===== src/rtl/rtc_pkg.sv =====
package rtc_pkg;
  localparam int unsigned BUS_W  = 16;
  localparam int unsigned ADDR_W = 4;
  localparam int unsigned NSRC   = 3;
  localparam int unsigned NFLAG  = 3;
  localparam int unsigned NGRP   = 3;

  // register offsets
  localparam logic [ADDR_W-1:0] A_CTRL_LO = 4'd0;
  localparam logic [ADDR_W-1:0] A_CTRL_HI = 4'd1;
  localparam logic [ADDR_W-1:0] A_PRE_LO  = 4'd2;
  localparam logic [ADDR_W-1:0] A_PRE_HI  = 4'd3;
  localparam logic [ADDR_W-1:0] A_DIV_LO  = 4'd4;
  localparam logic [ADDR_W-1:0] A_DIV_HI  = 4'd5;
  localparam logic [ADDR_W-1:0] A_CNT_LO  = 4'd6;
  localparam logic [ADDR_W-1:0] A_CNT_HI  = 4'd7;
  localparam logic [ADDR_W-1:0] A_ALM_LO  = 4'd8;
  localparam logic [ADDR_W-1:0] A_ALM_HI  = 4'd9;
  localparam logic [ADDR_W-1:0] A_CLK     = 4'd10;

  // control word bit positions; flag bits double as event indices
  localparam int unsigned B_SEC  = 0;
  localparam int unsigned B_ALM  = 1;
  localparam int unsigned B_OVF  = 2;
  localparam int unsigned B_SYNC = 3;
  localparam int unsigned B_CFG  = 4;
  localparam int unsigned B_DONE = 5;

  // staged register groups
  localparam int unsigned G_PRE = 0;
  localparam int unsigned G_CNT = 1;
  localparam int unsigned G_ALM = 2;
endpackage


===== src/rtl/rtc_prescaler.sv =====
module rtc_prescaler #(
  parameter int unsigned      PRE_W   = 20,
  parameter logic [PRE_W-1:0] PRE_RST = 20'h07FFF
) (
  input  logic             clk,
  input  logic             rst_n,
  input  logic             st,
  input  logic             ld,
  input  logic [PRE_W-1:0] ld_val,
  output logic             tick,
  output logic [PRE_W-1:0] div
);
  logic [PRE_W-1:0] reload_q, reload_d;
  logic [PRE_W-1:0] div_q, div_d;

  always_comb begin
    reload_d = reload_q;
    div_d    = div_q;
    if (ld) begin
      reload_d = ld_val;
      div_d    = ld_val;
    end else if (st) begin
      div_d = (div_q == '0) ? reload_q : div_q - PRE_W'(1);
    end
  end

  always_ff @(posedge clk or negedge rst_n) begin
    if (!rst_n) begin
      reload_q <= PRE_RST;
      div_q    <= PRE_RST;
    end else if (ld || st) begin
      reload_q <= reload_d;
      div_q    <= div_d;
    end
  end

  assign tick = st && !ld && (div_q == '0);
  assign div  = div_q;
endmodule


===== src/rtl/rtc_counter.sv =====
module rtc_counter #(
  parameter int unsigned      CNT_W   = 32,
  parameter logic [CNT_W-1:0] ALM_RST = '1
) (
  input  logic             clk,
  input  logic             rst_n,
  input  logic             tick,
  input  logic             ld_cnt,
  input  logic             ld_alm,
  input  logic [CNT_W-1:0] cnt_val,
  input  logic [CNT_W-1:0] alm_val,
  output logic [CNT_W-1:0] cnt,
  output logic             alm_hit,
  output logic             wrap
);
  logic [CNT_W-1:0] cnt_q, cnt_d, alm_q, alm_d, alm_eff, cnt_inc;

  assign cnt_inc = cnt_q + CNT_W'(1);
  assign alm_eff = ld_alm ? alm_val : alm_q;

  always_comb begin
    cnt_d = cnt_q;
    alm_d = alm_q;
    if (ld_cnt)    cnt_d = cnt_val;
    else if (tick) cnt_d = cnt_inc;
    if (ld_alm)    alm_d = alm_val;
  end

  always_ff @(posedge clk or negedge rst_n) begin
    if (!rst_n) begin
      cnt_q <= '0;
      alm_q <= ALM_RST;
    end else begin
      if (ld_cnt || tick) cnt_q <= cnt_d;
      if (ld_alm)         alm_q <= alm_d;
    end
  end

  assign alm_hit = tick && !ld_cnt && (cnt_inc == alm_eff);
  assign wrap    = tick && !ld_cnt && (&cnt_q);
  assign cnt     = cnt_q;
endmodule


===== src/rtl/rtc_regs.sv =====
module rtc_regs import rtc_pkg::*; #(
  parameter int unsigned      PRE_W   = 20,
  parameter int unsigned      CNT_W   = 32,
  parameter logic [PRE_W-1:0] PRE_RST = 20'h07FFF,
  parameter logic [CNT_W-1:0] ALM_RST = '1
) (
  input  logic              clk,
  input  logic              rst_n,
  input  logic              bus_wr,
  input  logic [ADDR_W-1:0] bus_addr,
  input  logic [BUS_W-1:0]  bus_wdata,
  output logic [BUS_W-1:0]  bus_rdata,
  input  logic              st,
  input  logic [NFLAG-1:0]  evt,
  input  logic [PRE_W-1:0]  div_live,
  input  logic [CNT_W-1:0]  cnt_live,
  output logic [NGRP-1:0]   ld,
  output logic [PRE_W-1:0]  stg_pre,
  output logic [CNT_W-1:0]  stg_cnt,
  output logic [CNT_W-1:0]  stg_alm,
  output logic [NFLAG-1:0]  flags,
  output logic [NFLAG-1:0]  ie,
  output logic [1:0]        clk_sel,
  output logic              rtc_en,
  output logic              cfg_mode,
  output logic              wr_done
);
  localparam int unsigned PRE_HI_W = PRE_W - BUS_W;
  localparam int unsigned CNT_HI_W = CNT_W - BUS_W;

  logic                 cfg_q, cfg_d, pend_q, pend_d, sync_q, sync_d, en_q, en_d;
  logic                 exit_cfg;
  logic [NGRP-1:0]      dirty_q, dirty_d;
  logic [NFLAG-1:0]     flags_q, flags_d, ie_q, ie_d;
  logic [1:0]           sel_q, sel_d;
  logic [PRE_W-1:0]     spre_q, spre_d;
  logic [CNT_W-1:0]     scnt_q, scnt_d, salm_q, salm_d;

  always_comb begin
    cfg_d    = cfg_q;
    pend_d   = pend_q;
    sync_d   = sync_q;
    en_d     = en_q;
    dirty_d  = dirty_q;
    flags_d  = flags_q;
    ie_d     = ie_q;
    sel_d    = sel_q;
    spre_d   = spre_q;
    scnt_d   = scnt_q;
    salm_d   = salm_q;
    exit_cfg = 1'b0;
    if (bus_wr) begin
      case (bus_addr)
        A_CTRL_LO: begin
          for (int i = 0; i < int'(NFLAG); i++)
            if (!bus_wdata[i]) flags_d[i] = 1'b0;
          if (!bus_wdata[B_SYNC]) sync_d = 1'b0;
          if (!pend_q) begin
            cfg_d    = bus_wdata[B_CFG];
            exit_cfg = cfg_q && !bus_wdata[B_CFG];
          end
        end
        A_CTRL_HI: ie_d = bus_wdata[NFLAG-1:0];
        A_CLK: begin
          sel_d = bus_wdata[1:0];
          en_d  = bus_wdata[2];
        end
        A_PRE_LO: if (cfg_q) begin
          spre_d[BUS_W-1:0] = bus_wdata;
          dirty_d[G_PRE]    = 1'b1;
        end
        A_PRE_HI: if (cfg_q) begin
          spre_d[PRE_W-1:BUS_W] = bus_wdata[PRE_HI_W-1:0];
          dirty_d[G_PRE]        = 1'b1;
        end
        A_CNT_LO: if (cfg_q) begin
          scnt_d[BUS_W-1:0] = bus_wdata;
          dirty_d[G_CNT]    = 1'b1;
        end
        A_CNT_HI: if (cfg_q) begin
          scnt_d[CNT_W-1:BUS_W] = bus_wdata[CNT_HI_W-1:0];
          dirty_d[G_CNT]        = 1'b1;
        end
        A_ALM_LO: if (cfg_q) begin
          salm_d[BUS_W-1:0] = bus_wdata;
          dirty_d[G_ALM]    = 1'b1;
        end
        A_ALM_HI: if (cfg_q) begin
          salm_d[CNT_W-1:BUS_W] = bus_wdata[CNT_HI_W-1:0];
          dirty_d[G_ALM]        = 1'b1;
        end
        default: ;
      endcase
    end
    if (st && pend_q) begin
      pend_d  = 1'b0;
      dirty_d = '0;
    end else if (exit_cfg && (|dirty_q)) begin
      pend_d = 1'b1;
    end
    if (st) sync_d = 1'b1;
    flags_d = flags_d | evt;
  end

  always_ff @(posedge clk or negedge rst_n) begin
    if (!rst_n) begin
      cfg_q   <= 1'b0;
      pend_q  <= 1'b0;
      sync_q  <= 1'b0;
      en_q    <= 1'b0;
      dirty_q <= '0;
      flags_q <= '0;
      ie_q    <= '0;
      sel_q   <= '0;
      spre_q  <= PRE_RST;
      scnt_q  <= '0;
      salm_q  <= ALM_RST;
    end else begin
      cfg_q   <= cfg_d;
      pend_q  <= pend_d;
      sync_q  <= sync_d;
      en_q    <= en_d;
      dirty_q <= dirty_d;
      flags_q <= flags_d;
      ie_q    <= ie_d;
      sel_q   <= sel_d;
      spre_q  <= spre_d;
      scnt_q  <= scnt_d;
      salm_q  <= salm_d;
    end
  end

  always_comb begin
    bus_rdata = '0;
    case (bus_addr)
      A_CTRL_LO: begin
        bus_rdata[NFLAG-1:0] = flags_q;
        bus_rdata[B_SYNC]    = sync_q;
        bus_rdata[B_CFG]     = cfg_q;
        bus_rdata[B_DONE]    = !pend_q;
      end
      A_CTRL_HI: bus_rdata = BUS_W'(ie_q);
      A_PRE_LO:  bus_rdata = spre_q[BUS_W-1:0];
      A_PRE_HI:  bus_rdata = BUS_W'(spre_q[PRE_W-1:BUS_W]);
      A_DIV_LO:  bus_rdata = div_live[BUS_W-1:0];
      A_DIV_HI:  bus_rdata = BUS_W'(div_live[PRE_W-1:BUS_W]);
      A_CNT_LO:  bus_rdata = cnt_live[BUS_W-1:0];
      A_CNT_HI:  bus_rdata = BUS_W'(cnt_live[CNT_W-1:BUS_W]);
      A_ALM_LO:  bus_rdata = salm_q[BUS_W-1:0];
      A_ALM_HI:  bus_rdata = BUS_W'(salm_q[CNT_W-1:BUS_W]);
      A_CLK:     bus_rdata = BUS_W'({en_q, sel_q});
      default:   bus_rdata = '0;
    endcase
  end

  assign ld       = {NGRP{st && pend_q}} & dirty_q;
  assign stg_pre  = spre_q;
  assign stg_cnt  = scnt_q;
  assign stg_alm  = salm_q;
  assign flags    = flags_q;
  assign ie       = ie_q;
  assign clk_sel  = sel_q;
  assign rtc_en   = en_q;
  assign cfg_mode = cfg_q;
  assign wr_done  = !pend_q;
endmodule


===== src/rtl/rtc_alarm_counter.sv =====
module rtc_alarm_counter import rtc_pkg::*; #(
  parameter int unsigned      PRE_W   = 20,
  parameter int unsigned      CNT_W   = 32,
  parameter logic [PRE_W-1:0] PRE_RST = 20'h07FFF,
  parameter logic [CNT_W-1:0] ALM_RST = '1
) (
  input  logic              clk,
  input  logic              rst_n,
  input  logic [NSRC-1:0]   src_tick,
  input  logic              bus_wr,
  input  logic [ADDR_W-1:0] bus_addr,
  input  logic [BUS_W-1:0]  bus_wdata,
  output logic [BUS_W-1:0]  bus_rdata,
  output logic              irq
);
  logic             rst_meta, rst_sync_n;
  logic             st, sel_tick, sec_tick, alm_hit, wrap;
  logic             rtc_en, cfg_mode, wr_done;
  logic [1:0]       clk_sel;
  logic [NGRP-1:0]  ld;
  logic [NFLAG-1:0] evt, flags, ie, irq_term;
  logic [PRE_W-1:0] stg_pre, div_live;
  logic [CNT_W-1:0] stg_cnt, stg_alm, cnt_live;

  always_ff @(posedge clk or negedge rst_n) begin
    if (!rst_n) {rst_sync_n, rst_meta} <= 2'b00;
    else        {rst_sync_n, rst_meta} <= {rst_meta, 1'b1};
  end

  always_comb begin
    case (clk_sel)
      2'b01:   sel_tick = src_tick[0];
      2'b10:   sel_tick = src_tick[1];
      2'b11:   sel_tick = src_tick[2];
      default: sel_tick = 1'b0;
    endcase
  end
  assign st = rtc_en && sel_tick;

  rtc_regs #(.PRE_W(PRE_W), .CNT_W(CNT_W), .PRE_RST(PRE_RST), .ALM_RST(ALM_RST)) u_regs (
    .clk(clk), .rst_n(rst_sync_n),
    .bus_wr(bus_wr), .bus_addr(bus_addr), .bus_wdata(bus_wdata), .bus_rdata(bus_rdata),
    .st(st), .evt(evt), .div_live(div_live), .cnt_live(cnt_live),
    .ld(ld), .stg_pre(stg_pre), .stg_cnt(stg_cnt), .stg_alm(stg_alm),
    .flags(flags), .ie(ie), .clk_sel(clk_sel), .rtc_en(rtc_en),
    .cfg_mode(cfg_mode), .wr_done(wr_done)
  );

  rtc_prescaler #(.PRE_W(PRE_W), .PRE_RST(PRE_RST)) u_pre (
    .clk(clk), .rst_n(rst_sync_n), .st(st), .ld(ld[G_PRE]), .ld_val(stg_pre),
    .tick(sec_tick), .div(div_live)
  );

  rtc_counter #(.CNT_W(CNT_W), .ALM_RST(ALM_RST)) u_cnt (
    .clk(clk), .rst_n(rst_sync_n), .tick(sec_tick),
    .ld_cnt(ld[G_CNT]), .ld_alm(ld[G_ALM]), .cnt_val(stg_cnt), .alm_val(stg_alm),
    .cnt(cnt_live), .alm_hit(alm_hit), .wrap(wrap)
  );

  always_comb begin
    evt        = '0;
    evt[B_SEC] = sec_tick;
    evt[B_ALM] = alm_hit;
    evt[B_OVF] = wrap;
  end

  for (genvar g = 0; g < int'(NFLAG); g++) begin : g_irq
    assign irq_term[g] = flags[g] & ie[g];
  end
  assign irq = |irq_term;
endmodule


===== config.mk =====
export PLATFORM = sky130hd
export DESIGN_NAME = rtc_alarm_counter
export DESIGN_NICKNAME = d
export VERILOG_FILES = /design/src/rtl/rtc_pkg.sv /design/src/rtl/rtc_prescaler.sv /design/src/rtl/rtc_counter.sv /design/src/rtl/rtc_regs.sv /design/src/rtl/rtc_alarm_counter.sv
export SDC_FILE = /design/constraint.sdc
export NUM_CORES = 1
export LEC_CHECK = 0
export BUFFER_PORTS_ARGS = -buffer_cell sky130_fd_sc_hd__buf_2
export CORE_AREA = 2 2 162 164
export DETAILED_ROUTE_END_ITERATION = 8
export DIE_AREA = 0 0 164 166
export MAX_ROUTING_LAYER = met4
export REMOVE_ABC_BUFFERS = 1
export SETUP_SLACK_MARGIN = 0.3
export SYNTH_ARGS = -nofsm -noshare
export SYNTH_HDL_FRONTEND = slang
export SYNTH_HIERARCHICAL = 1
export SYNTH_SLANG_ARGS = --single-unit

===== constraint.sdc =====
create_clock -name clk -period 6.1 [get_ports clk]
set_clock_uncertainty 0.05 [all_clocks]
set_input_delay 0.61 -clock clk [delete_from_list [all_inputs] [get_ports clk]]
set_output_delay 0.61 -clock clk [all_outputs]
set_load 0.1 [all_outputs]

---- Word level (Yosys, flattened, before mapping) ----
Index checks and enable logic that the tools add are counted.
storage, ports and cells
  memories kept ........................... 0
  bits in latches ......................... 0
  memory bits (read-only) ................. 0
  bits in registers ....................... 205
  input bits .............................. 26
  logic and storage cells ................. 123
  RAM bits ................................ 0
cells by class
  divide/modulo/power cells ............... 0
  shifts and indexed selects .............. 0
  equality and inequality tests ........... 15
  reduce and logical (&&, ||, !) cells .... 49
  order comparisons ....................... 0
  add/subtract/negate cells ............... 2
  bitwise operators ....................... 6
  multiply operators ...................... 0
  multiplexer cells ....................... 29
operator list
  operator               number
  $mux 32                3
  $pmux 6 s11            1
  $mux 20                3
  $pmux 10 s6            1
  $reduce_and 3->1       11
  $add 32x1->32 const B  1
  $eq 32x32->1           1
  $reduce_and 32->1      1
  $logic_not 20->1       1
  $reduce_bool 2->1      10
  $sub 20x1->20 const B  1
  $eq 4x3->1 const B     4
  $mux 1                 16
  $eq 4x4->1 const B     3
  $mux 3                 4
  $reduce_and 2->1       5
  $logic_and 1x1->1      9
  $eq 4x2->1 const B     2
  $reduce_or 2->1        3
  $reduce_or 3->1        2
  $eq 2x2->1 const B     2
  $eq 4x1->1 const B     1
  $logic_not 1->1        4
  $logic_not 4->1        1
  other kinds (8)        11

---- Longest topological paths before layout ----
Gate-level depths: netlist (run 1).
  word-level depth ........................ 11
  mapped depth ............................ 14
  mapped depth without buffers ............ 12

---- By module ----
Netlist (run 1), hierarchy kept.
by module, submodules not included
  module             area each (um2)  instances  cells each
  rtc_regs           4,928.5          1          380
  rtc_counter        4,036.4          1          418
  rtc_prescaler      2,244.7          1          216
  rtc_alarm_counter  98.8             1          9

---- Least setup slack after synthesis (run 1) ----
Ideal clock, no wire load.
  kind .................................... input-to-output
  start ................................... input bus_addr[1]
  end ..................................... output bus_rdata[13]
  stages .................................. 4
  data required time ...................... 5,440 ps
  arrival time ............................ 3,410 ps
  setup slack ............................. 2,030 ps
  path buffers ............................ 1
  cell sequence ........................... buf_4 > nor3b_2 > a22oi_1 > o21ai_0
between the ends
  word-level cells in the longest chain between the ends .. 2
  elaborated cells between the ends (all ways) .. 7
ends and longest elaborated chain
  what                                RTL line                 text
  from (decl)                         rtc_alarm_counter.sv:11  input logic [ADDR_W-1:0] bus_addr,
  $eq 4x4->1 (tied with other cells)  rtc_regs.sv:135          case (bus_addr)
  $pmux 10 s6 (*)                     rtc_regs.sv:135
  to (decl)                           rtc_alarm_counter.sv:13  output logic [BUS_W-1:0] bus_rdata,
Every way passes the cells marked *; elsewhere a longest branch is shown, timed or not.

---- Worst setup path in the final report (run 1) ----
  start ................................... register u_regs.sel_q[0], in the netlist u_regs/clk_sel[0]
  end ..................................... register u_regs.flags_q[1], in the netlist u_regs/flags[1]
between the ends
  elaborated cells between the ends (all ways) .. 16
RTL lines
  what                                             RTL line                 text
  from (decl)                                      rtc_regs.sv:35           logic [1:0] sel_q, sel_d;
  from (signal assigned)                           rtc_regs.sv:126          sel_q <= sel_d;
  $eq 2x2->1 / $eq 2x1->1 (equally long branches)  rtc_alarm_counter.sv:31  case (clk_sel)
  $pmux 1 s3 (*)                                   rtc_alarm_counter.sv:31
  $logic_and 1x1->1 (*)                            rtc_alarm_counter.sv:38  assign st = rtc_en && sel_tick;
  via st                                           rtc_alarm_counter.sv:17  logic st, sel_tick, sec_tick, alm_hit, wrap;
  $logic_and 1x1->1 (*)                            rtc_regs.sv:156          assign ld = {NGRP{st && pend_q}} & dirty_q;
  $and 3x3->3 (*)                                  rtc_regs.sv:156
  via ld[2]                                        rtc_alarm_counter.sv:20  logic [NGRP-1:0] ld;
  $mux 32 (*)                                      rtc_counter.sv:19        assign alm_eff = ld_alm ? alm_val : alm_q;
  via u_cnt.alm_eff[12]                            rtc_counter.sv:16        logic [CNT_W-1:0] cnt_q, cnt_d, alm_q, alm_d, alm_eff, cnt_inc;
  $eq 32x32->1 (*)                                 rtc_counter.sv:39        assign alm_hit = tick && !ld_cnt && (cnt_inc == alm_eff);
  $logic_and 1x1->1 (*)                            rtc_counter.sv:39
  via alm_hit                                      rtc_alarm_counter.sv:17
  $or 3x3->3 (*)                                   rtc_regs.sv:102          flags_d = flags_d | evt;
  via u_regs.flags_d[1]                            rtc_regs.sv:34           logic [NFLAG-1:0] flags_q, flags_d, ie_q, ie_d;
  to (signal assigned)                             rtc_regs.sv:124          flags_q <= flags_d;
  to (decl)                                        rtc_regs.sv:34
Mark *: on every way through the listed nets, which the timed path passes. The rest lies on a longest branch.
A chain may end at the register's enable or synchronous reset.

==> results.py, run 1 <==
metrics = {
    "setup_path": {
        "timing.setup.critical_path_class": "flop to flop",
        "reg2reg_to": "u_regs/flags[1]",
        "worst-r2r-cell-count": 12,
        "critPathMaxStageDelay_ns": 0.67,
        "setup.worst_path.start": "u_regs/clk_sel[0]",
        "cpLargestDelayFamily": "simple AND/OR/NAND/NOR gates",
        "required_ns": 6.52,
        "cp-endpoint": "u_regs/flags[1]",
        "critical_path_buf_inv_count": 1,
        "start_kind": "flop",
        "reg2reg_setup_slack_ns": 1.73,
        "critical_path.most_common_cell": "o211ai_1",
        "critical_path.reg2reg.startpoint": "u_regs/clk_sel[0]",
        "path_depth": 12,
        "critical_path_arrival_ns": 4.78,
        "crit_fanout": 21,
        "critical-path-slowest-cell": "a211oi_2",
        "cp_cell_sequence": "mux2i_1 > a211oi_2 > and3_1 > buf_4 > mux2_2 > or2_2 > o211ai_1 > o211ai_1 > a221oi_1 > nand4_1 > nor4_2 > nand2b_1",
        "worst_setup_path_end_kind": "flop",
    },
    "detailed_routing": {
        "detail-route-antenna-nets": 0,
        "routed_via_density": 5.999,
        "drc_errors": 0,
        "avgRoutedWirePerCell_um": 23.54,
        "drt_first_pass_iters": 5,
        "first_iter_violations": 936,
        "routed_wl_um": 32690,
        "number_of_vias_in_the_routed_layout": 8333,
    },
    "clock_tree": {
        "cts_tree": "built",
        "h-tree-depth": 1,
        "clk_latency_worst_skew_pair_ns": 0.53,
        "cts_setup_buffers": 0,
        "clock_transition_at_the_register_clock_pins_on_the_worst_setup_and_hold_paths_after_cts_ns": 0.06,
        "clock_sinks": 205,
        "cts-buffers-inserted": 24,
        "maximum_clock_insertion_buffer_count": 3,
        "postCtsResizedCells": 0,
        "clk_root_buffer_cell": "clkbuf_16",
    },
    "synthesis": {
        "asyncSetResetFlopFracSynth_pct": 100.0,
        "ys_seq_elements": 205,
        "synth_ff_type": "dfstp_2",
        "postSynthCellCount": 1023,
        "ys_warn_count": 6,
        "syn_avg_cell_area_um2": 11.05,
        "synthDistinctLibCells": 75,
        "yosysSeqAreaShare_pct": 46.57,
        "netlist_area_pre_place_mm2": 0.01131,
        "synth_enable_flop_cells": 0,
    },
    "sta": {
        "headroom_to_the_max_slew_limit_pct": 23.03,
        "final.period_utilization_pct": 71.56,
        "final_number_of_setup_violating_endpoints": 0,
        "rsz0062_at_grt": "false",
        "clock.fmax_mhz": 229.1,
        "timing_hold_violations_final": 0,
        "timing_worst_slew_pin_value_ns": 1.151,
        "setup_tns_ns": 0,
        "slew_viol_final": 0,
        "hold_slack_ns": 0.2957,
        "final_worst_path_period_need_ns": 4.365,
    },
    "global_route": {
        "first_pass_grt_wire_length_um": 49450,
        "largest_net_degree_at_the_start_of_global_routing": 159,
        "antenna_found_initial": 4,
        "grt_use_total_pct": 24.64,
        "number_of_global_route_vias_before_repair": 8111,
        "grt_remaining_overflow": 0,
    },
    "floorplanning": {
        "die-area_mm2": 0.02722,
        "die_x_um": 164,
        "core-area_mm2": 0.02562,
        "ios": 43,
        "die-height_um": 166,
        "start_util_pct": 44.15,
        "rows": 59,
    },
    "power_and_ir_drop": {
        "vdd.ir_drop.worst_mv": 0.2422,
        "net-switching-power_mw": 1.319,
        "swShare_pct": 30.97,
        "p_leak_nw": 5.279,
        "total_power_mw": 4.260,
        "powerDensity_mw_per_mm2": 339.0,
        "pwr-share-clk_pct": 37.2,
        "power_frac_seq_pct": 43.6,
        "share_comb_of_total_power_pct": 19.3,
        "cell_internal_pwr_mw": 2.941,
    },
    "finish": {
        "final.fill_count": 2370,
        "layout.cells.non_filler": 1389,
        "postLayoutCoreUtil_pct": 49.05,
        "design.final.nets": 1061,
        "drive_gt1_share_pct": 35.90,
        "area_grow_syn2layout_pct": 11.12,
    },
    "status": {
        "outcome": "complete, no violations",
    },
    "place": {
        "port_buffers": 42,
        "place_hpwl_um": 22840,
        "place_congestion": 0.9274,
        "numPlacedInstances": 1340,
    },
    "min_path": {
        "hold_crit_path_type": "flop to asynchronous set/reset pin",
    },
    "run": {
        "cap_viol_max_count": 0,
    },
}
cell families after synthesis:
logic type	share of synthesized area [%]
buffers and inverters	3.884
AND/OR/NAND/NOR	14.47
other	0.03316
adder cells (fa/ha/maj)	0.3320
flip-flops	46.57
AO/OA/AOI/OAI	10.81
XOR/XNOR	7.225
multiplexers	16.67
how the worst min path moves through the flow:
stage	from	to	slack, ns	cells after the start
after floorplan	rst_n	rst_meta	0.26	0
after global placement	rst_meta	rst_sync_n	0.29	0
after detailed placement	rst_meta	rst_sync_n	0.29	0
after CTS	rst_meta	rst_sync_n	0.30	0
after global routing	rst_meta	rst_sync_n	0.31	0
final	rst_sync_n	u_regs/stg_cnt[2]	0.30	0
final cells by class:
class | count | area [um^2] | area share, %
Antenna cell | 4 | 10.01 | 0.07966
Clock buffer | 36 | 737.0 | 5.865
Clock inverter | 8 | 151.4 | 1.205
Inverter | 18 | 67.56 | 0.5377
Multi-Input combinational cell | 731 | 5610 | 44.65
Sequential cell | 205 | 5270 | 41.94
Tap cell | 335 | 419.2 | 3.336
Timing Repair Buffer | 52 | 300.3 | 2.390
registers in the layout, indices dropped and copies added (netlist names):
name / count
rst_meta: 1
rst_sync_n: 1
u_cnt/alm_q: 32
u_cnt/cnt: 32
u_pre/div: 20
u_pre/reload_q: 20
u_regs/cfg_mode: 1
u_regs/clk_sel: 2
u_regs/dirty_q: 3
u_regs/flags: 3
u_regs/ie: 3
u_regs/pend_q: 1
u_regs/rtc_en: 1
u_regs/stg_alm: 32
u_regs/stg_cnt: 32
u_regs/stg_pre: 20
u_regs/sync_q: 1
per-layer routing:
| layer | wire length, um | up-vias | global-route usage [%] |
|---|---|---|---|
| met3 | 1852 | 87 | 3.946 |
| met2 | 15170 | 318 | 37.43 |
| met4 | 1213 | 0 | 7.513 |
| met5 | 0 | - | - |
| met1 | 14450 | 4178 | 33.99 |
| li1 | - | 3750 | - |
cells in the final DEF (no fill, tap or decap), types with 23 or more instances in the layout:
master / netlist / layout
mux2_2: 145 / 145
dfstp_2: 109 / 109
dfrtp_1: 96 / 95
nand2_1: 70 / 70
o21ai_0: 69 / 69
xor2_1: 44 / 44
xnor2_1: 44 / 44
nand3_1: 43 / 43
buf_2: 19 / 42
a22oi_1: 30 / 30
nor2_1: 29 / 29
nor3_1: 27 / 27
clkbuf_16: 0 / 25
mux2i_1: 23 / 23
timing repair:
action | 4_1_cts | 5_1_grt
endpoints found under the setup margin | 0 | 0
endpoints found under the hold margin | 2 | 0
hold buffers | 1 | 0
power by group through the flow:
stage / Clock [mW] / Combinational, mW / Sequential, mW
after global routing: 1.67 / 0.894 / 1.88
after global placement: 0 / 0.801 / 1.87
final: 1.58 / 0.820 / 1.86
after detailed placement: 0 / 0.813 / 1.87
after CTS: 1.62 / 0.818 / 1.85
after floorplan: 0 / 0.611 / 1.77
stage by stage:
stage	area (um^2)	worst slack, ns
floorplan	10940	0.1049
CTS	12560	1.756
finish	12570	1.735
global route	12570	1.393
global placement	11660	1.636
detailed placement	11660	1.545
Yosys cell counts (3+ instances only):
master / n / area [um^2]
or4_1: 6 / 45.04
mux2_2: 145 / 1633
buf_6: 7 / 78.83
nor3b_1: 4 / 30.03
nand4_1: 18 / 112.6
o221ai_1: 4 / 35.03
o31a_1: 3 / 26.28
xnor2_1: 44 / 385.4
or3_1: 6 / 37.54
a222oi_1: 5 / 50.05
dfstp_2: 109 / 2864
a32oi_1: 6 / 52.55
a31oi_1: 7 / 43.79
nand3_1: 43 / 215.2
dfrtp_1: 96 / 2402
nor2b_1: 10 / 62.56
nor4_1: 15 / 93.84
a21oi_1: 12 / 60.06
nor3_4: 3 / 48.80
or3_4: 3 / 33.78
o21ai_1: 4 / 20.02
o21ai_0: 69 / 345.3
and2_1: 8 / 50.05
buf_2: 19 / 95.09
o31ai_1: 3 / 22.52
o211ai_1: 6 / 45.04
nand2_1: 70 / 262.8
nand2b_1: 9 / 56.30
ha_1: 3 / 37.54
a22o_1: 14 / 122.6
or2_2: 7 / 43.79
a22oi_1: 30 / 225.2
inv_1: 18 / 67.56
clkbuf_1: 31 / 116.4
and3_1: 10 / 62.56
buf_4: 9 / 67.56
nor2_1: 29 / 108.9
xor2_1: 44 / 385.4
mux2i_1: 23 / 230.2
nor3_1: 27 / 135.1
Note: power is estimated with default switching activity, not from simulation.
==> inputs of run 2 (changes only) <==
==> constraint.sdc (replaced) <==
create_clock -name clk -period 4.45 [get_ports clk]
set_clock_uncertainty 0.05 [all_clocks]
set_input_delay 0.445 -clock clk [delete_from_list [all_inputs] [get_ports clk]]
set_output_delay 0.445 -clock clk [all_outputs]
set_load 0.1 [all_outputs]
==> results.py, run 2 (synthesis results as in run 1) <==
metrics = {
    "clock_tree": {
        "clk_root_buffer_cell": "clkbuf_16",
        "clock_transition_at_the_register_clock_pins_on_the_worst_setup_and_hold_paths_after_cts_ns": 0.06,
        "cts-buffers-inserted": 25,
        "clk_latency_worst_skew_pair_ns": 0.53,
        "h-tree-depth": 1,
        "clock_sinks": 205,
        "cts_tree": "built",
        "maximum_clock_insertion_buffer_count": 3,
    },
    "global_route": {
        "first_pass_grt_wire_length_um": 51140,
        "largest_net_degree_at_the_start_of_global_routing": 78,
        "number_of_global_route_vias_before_repair": 8236,
        "grt_remaining_overflow": 0,
        "antenna_found_initial": 0,
        "grt_use_total_pct": 25.27,
    },
    "detailed_routing": {
        "first_iter_violations": 746,
        "drc_errors": 0,
        "avgRoutedWirePerCell_um": 23.94,
        "routed_via_density": 6.035,
        "routed_wl_um": 33270,
        "drt_first_pass_iters": 5,
        "detail-route-antenna-nets": 0,
        "number_of_vias_in_the_routed_layout": 8389,
    },
    "place": {
        "port_buffers": 42,
        "place_congestion": 0.9622,
        "numPlacedInstances": 1344,
        "place_hpwl_um": 23560,
    },
    "min_path": {
        "hold_crit_path_type": "input pin to asynchronous set/reset pin",
    },
    "floorplanning": {
        "rows": 59,
        "die-area_mm2": 0.02722,
        "die-height_um": 166,
        "ios": 43,
        "die_x_um": 164,
        "core-area_mm2": 0.02562,
        "start_util_pct": 44.15,
    },
    "sta": {
        "rsz0062_at_grt": "false",
        "clock.fmax_mhz": 275.7,
        "timing_hold_violations_final": 0,
        "final.period_utilization_pct": 81.50,
        "final_worst_path_period_need_ns": 3.627,
        "headroom_to_the_max_slew_limit_pct": 30.46,
        "hold_slack_ns": 0.1954,
        "timing_worst_slew_pin_value_ns": 1.040,
        "slew_viol_final": 0,
        "final_number_of_setup_violating_endpoints": 0,
    },
    "power_and_ir_drop": {
        "net-switching-power_mw": 1.814,
        "power_frac_seq_pct": 44.5,
        "cell_internal_pwr_mw": 3.890,
        "pwr-share-clk_pct": 35.6,
        "share_comb_of_total_power_pct": 19.9,
        "p_leak_nw": 5.269,
        "vdd.ir_drop.worst_mv": 0.3324,
        "swShare_pct": 31.80,
        "powerDensity_mw_per_mm2": 455.4,
    },
    "setup_path": {
        "timing.setup.critical_path_class": "flop to flop",
        "reg2reg_setup_slack_ns": 0.82,
        "worst_setup_path_end_kind": "flop",
        "critical_path_arrival_ns": 4.04,
        "start_kind": "flop",
        "worst-r2r-cell-count": 12,
        "critical_path.reg2reg.startpoint": "u_regs/clk_sel[0]",
        "crit_fanout": 17,
        "reg2reg_to": "u_regs/flags[1]",
        "required_ns": 4.86,
    },
    "finish": {
        "antennaDiodeCount": 0,
        "area_grow_syn2layout_pct": 10.77,
        "drive_gt1_share_pct": 36.02,
        "final_cell_mix": "mux2_2, dfstp_2, dfrtp_1",
        "layout.cells.non_filler": 1390,
        "design.final.nets": 1066,
        "layout_commonest_cell": "mux2_2",
        "postLayoutCoreUtil_pct": 48.90,
    },
    "status": {
        "outcome": "complete, no violations",
    },
    "run": {
        "cap_viol_max_count": 0,
    },
}
-- run 2: changes by cell type in the layout (fill, tap and decap cells not counted), sizes merged --
cell / change
buf: +4
bufinv: -2
clkinv: +1
clkinvlp: +1
diode: -4
inv: +1
-- run 2: power groups by stage --
stage                     sequential (mW)  clock, mW  combinational [mW]
after floorplan                      2.43          0               0.838
after global placement               2.56          0                1.11
after detailed placement             2.56          0                1.12
after CTS                            2.53       2.08                1.13
after global routing                 2.58       2.15                1.23
final                                2.54       2.03                1.13
-- run 2: stage by stage --
step	total power, mW	area, um^2	worst slack [ns]	setup TNS [ns]
3_3_place_gp	3.669	11700	0.8210	0
5_1_grt	5.960	12530	0.6155	0
6_report	5.704	12530	0.8235	0
3_5_place_dp	3.680	11700	0.7691	0
2_1_floorplan	3.264	10940	-1.545	-145.82
4_1_cts	5.734	12530	0.8219	0
-- run 2: layout make-up --
cell class                      count  area (um^2)
Clock inverter                      9        98.84
Multi-Input combinational cell    731         5610
Timing Repair Buffer               56        342.8
Clock buffer                       36        716.9
Fill cell                        2326        13090
Inverter                           18        67.56
Tap cell                          335        419.2
Sequential cell                   205         5270
-- run 2: per-layer routing --
metal | vias up | part of all wire, % | track usage [%]
met4 | 0 | 2.3 | 5.759
met2 | 250 | 47 | 39.46
met5 | - | 0 | -
met1 | 4302 | 46 | 35.31
met3 | 64 | 4.5 | 3.172
li1 | 3773 | - | -
-- run 2: worst max path at each step --
stage                 startpoint              end  slack [ns]  cells past startpoint
2_1_floorplan         rst_sync_n     u_cnt/cnt[0]       -1.55                      0
3_3_place_gp         src_tick[2]  u_regs/flags[1]        0.82                     13
3_5_place_dp         src_tick[1]  u_regs/flags[1]        0.77                     13
4_1_cts        u_regs/clk_sel[0]  u_regs/flags[1]        0.82                     12
5_1_grt        u_regs/clk_sel[0]  u_regs/flags[1]        0.62                     12
6_report       u_regs/clk_sel[0]  u_regs/flags[1]        0.82                     12
-- run 2: critical path, cell delays in order (launching register included) --
cell and delay [ns]:
dfrtp_1 0.41, mux2i_1 0.14, a211oi_2 0.29, and3_1 0.48, buf_4 0.35, mux2_2 0.42
or2_2 0.28, a32oi_1 0.15, o21ai_0 0.12, a221oi_1 0.31, nand4_1 0.16, nor4_2 0.29
nand2b_1 0.13
-- run 2: repair_timing --
| action | in CTS | in global routing |
|---|---|---|
| setup buffers | 0 | 0 |
| hold buffers | 1 | 0 |
| resized for setup | 0 | 0 |
| hold endpoints to repair | 2 | 0 |
==> inputs of run 3 (changes only) <==
==> constraint.sdc (replaced) <==
create_clock -name clk -period 3.5 [get_ports clk]
set_clock_uncertainty 0.05 [all_clocks]
set_input_delay 0.35 -clock clk [delete_from_list [all_inputs] [get_ports clk]]
set_output_delay 0.35 -clock clk [all_outputs]
set_load 0.1 [all_outputs]
==> results.py, run 3 (synthesis results as in run 1) <==
metrics = {
    "status": {
        "outcome": "complete, no violations",
    },
    "setup_path": {
        "worst_setup_path_end_kind": "flop",
        "crit_fanout": 7,
        "start_kind": "flop",
        "worst-r2r-cell-count": 13,
        "timing.setup.critical_path_class": "flop to flop",
        "required_ns": 3.91,
        "critical_path_arrival_ns": 3.63,
    },
    "global_route": {
        "grt_remaining_overflow": 0,
        "largest_net_degree_at_the_start_of_global_routing": 85,
        "grt_use_total_pct": 26.09,
        "antenna_found_initial": 0,
        "number_of_global_route_vias_before_repair": 8542,
        "first_pass_grt_wire_length_um": 52690,
    },
    "detailed_routing": {
        "top_layer": "met4",
        "drt_first_pass_iters": 5,
        "number_of_vias_in_the_routed_layout": 8528,
        "routed_via_density": 6.018,
        "routed_wl_um": 34050,
        "dr_wl_met2_um": 15880,
        "first_iter_violations": 885,
        "drc_errors": 0,
        "avgRoutedWirePerCell_um": 24.03,
        "routed_metal_1_wire_length_um": 15410,
        "met3_wirelength_um": 1402,
        "detail-route-antenna-nets": 0,
    },
    "sta": {
        "final_worst_path_period_need_ns": 3.220,
        "slew_viol_final": 0,
        "timing_hold_violations_final": 0,
        "final.period_utilization_pct": 92.01,
        "hold_slack_ns": 0.08757,
        "headroom_to_the_max_slew_limit_pct": 51.28,
        "setup_tns_ns": 0,
        "final_number_of_setup_violating_endpoints": 0,
        "timing_worst_slew_pin_value_ns": 0.7307,
        "rsz0062_at_grt": "true",
        "final.setup.worst_slack_ns": 0.2796,
        "clock.fmax_mhz": 310.5,
    },
    "place": {
        "post_dp_cell_area_mm2": 0.01191,
        "place_congestion": 0.8925,
        "preCtsSetupSlack_ns": 0.07425,
        "place_hpwl_um": 24130,
        "port_buffers": 42,
        "numPlacedInstances": 1370,
    },
    "finish": {
        "layout.cells.non_filler": 1417,
        "postLayoutCoreUtil_pct": 49.99,
        "layout_commonest_cell": "mux2_2",
        "antennaDiodeCount": 0,
        "area_grow_syn2layout_pct": 13.24,
        "drive_gt1_share_pct": 38.08,
        "fin_area_mm2": 0.01281,
        "final.fill_count": 2354,
        "multi_input_area_mm2": 0.005702,
        "design.final.nets": 1093,
        "final_cell_mix": "mux2_2, dfstp_2, dfrtp_1",
        "regArea_mm2": 0.005270,
    },
    "power_and_ir_drop": {
        "powerDensity_mw_per_mm2": 556.5,
        "vdd.ir_drop.worst_mv": 0.4121,
        "total_power_mw": 7.126,
        "p_leak_nw": 5.415,
    },
    "clock_tree": {
        "cts-buffers-inserted": 24,
        "maximum_clock_insertion_buffer_count": 3,
        "clock_transition_at_the_register_clock_pins_on_the_worst_setup_and_hold_paths_after_cts_ns": 0.06,
        "clock_sinks": 205,
        "h-tree-depth": 1,
        "cts_tree": "built",
        "clk_latency_worst_skew_pair_ns": 0.52,
        "clk_root_buffer_cell": "clkbuf_16",
    },
    "min_path": {
        "hold_crit_path_type": "input pin to asynchronous set/reset pin",
    },
    "floorplanning": {
        "rows": 59,
        "die-area_mm2": 0.02722,
        "start_util_pct": 44.15,
        "die-height_um": 166,
        "core-area_mm2": 0.02562,
        "die_x_um": 164,
        "ios": 43,
    },
    "run": {
        "cap_viol_max_count": 0,
    },
}
run 3: cell type report:
cell class | count | area share (%)
timing repair buffer | 84 | 4.670
sequential | 205 | 41.15
multi-input combinational | 731 | 44.52
inverter | 18 | 0.5276
tap | 335 | 3.273
clock inverter | 2 | 0.07816
clock buffer | 42 | 5.774
run 3: path summary, 6_finish.rpt:
check	end	start	slack [ns]
setup / recovery	u_regs/flags[1]	u_regs/clk_sel[0]	0.28
hold reg to reg	rst_sync_n	rst_meta	0.30
setup reg to reg	u_regs/flags[1]	u_regs/clk_sel[0]	0.28
hold / removal	rst_sync_n	rst_n	0.09
max in group asynchronous	u_regs/stg_alm[29]	rst_sync_n	2.15
min in group clk	u_regs/stg_cnt[14]	bus_wdata[14]	0.10
run 3: what timing repair did:
action / CTS / global route
setup buffers: 1 / 0
resized for setup: 16 / 4
endpoints found under the setup margin: 1 / 1
hold buffers: 1 / 0
cloned: 1 / 0
endpoints found under the hold margin: 2 / 0
pin swaps: 8 / 0
run 3: critical path: stages (launching register included):
cell and delay [ns]:
dfrtp_1 0.42, mux2i_1 0.15, a211oi_2 0.26, and3_4 0.27, buf_12 0.14, buf_4 0.15, mux2_2 0.36, xor2_1 0.22
xnor2_1 0.10, or4b_1 0.46, nand2_1 0.09, nand4_1 0.10, nor4_2 0.26, nand2b_1 0.14
run 3: per-layer routing:
layer  vias to the layer above  track usage [%]
li1                       3828                -
met1                      4343            36.38
met2                       268            39.95
met3                        89            2.522
met4                         0            8.924
met5                         -                -
run 3: power by group:
group          total [mW]  leakage, nW  switching, mW  internal (mW)
Sequential           3.18         2.43          0.385           2.80
Clock                2.40        0.366          0.978           1.42
Combinational        1.54         2.62          0.925          0.619
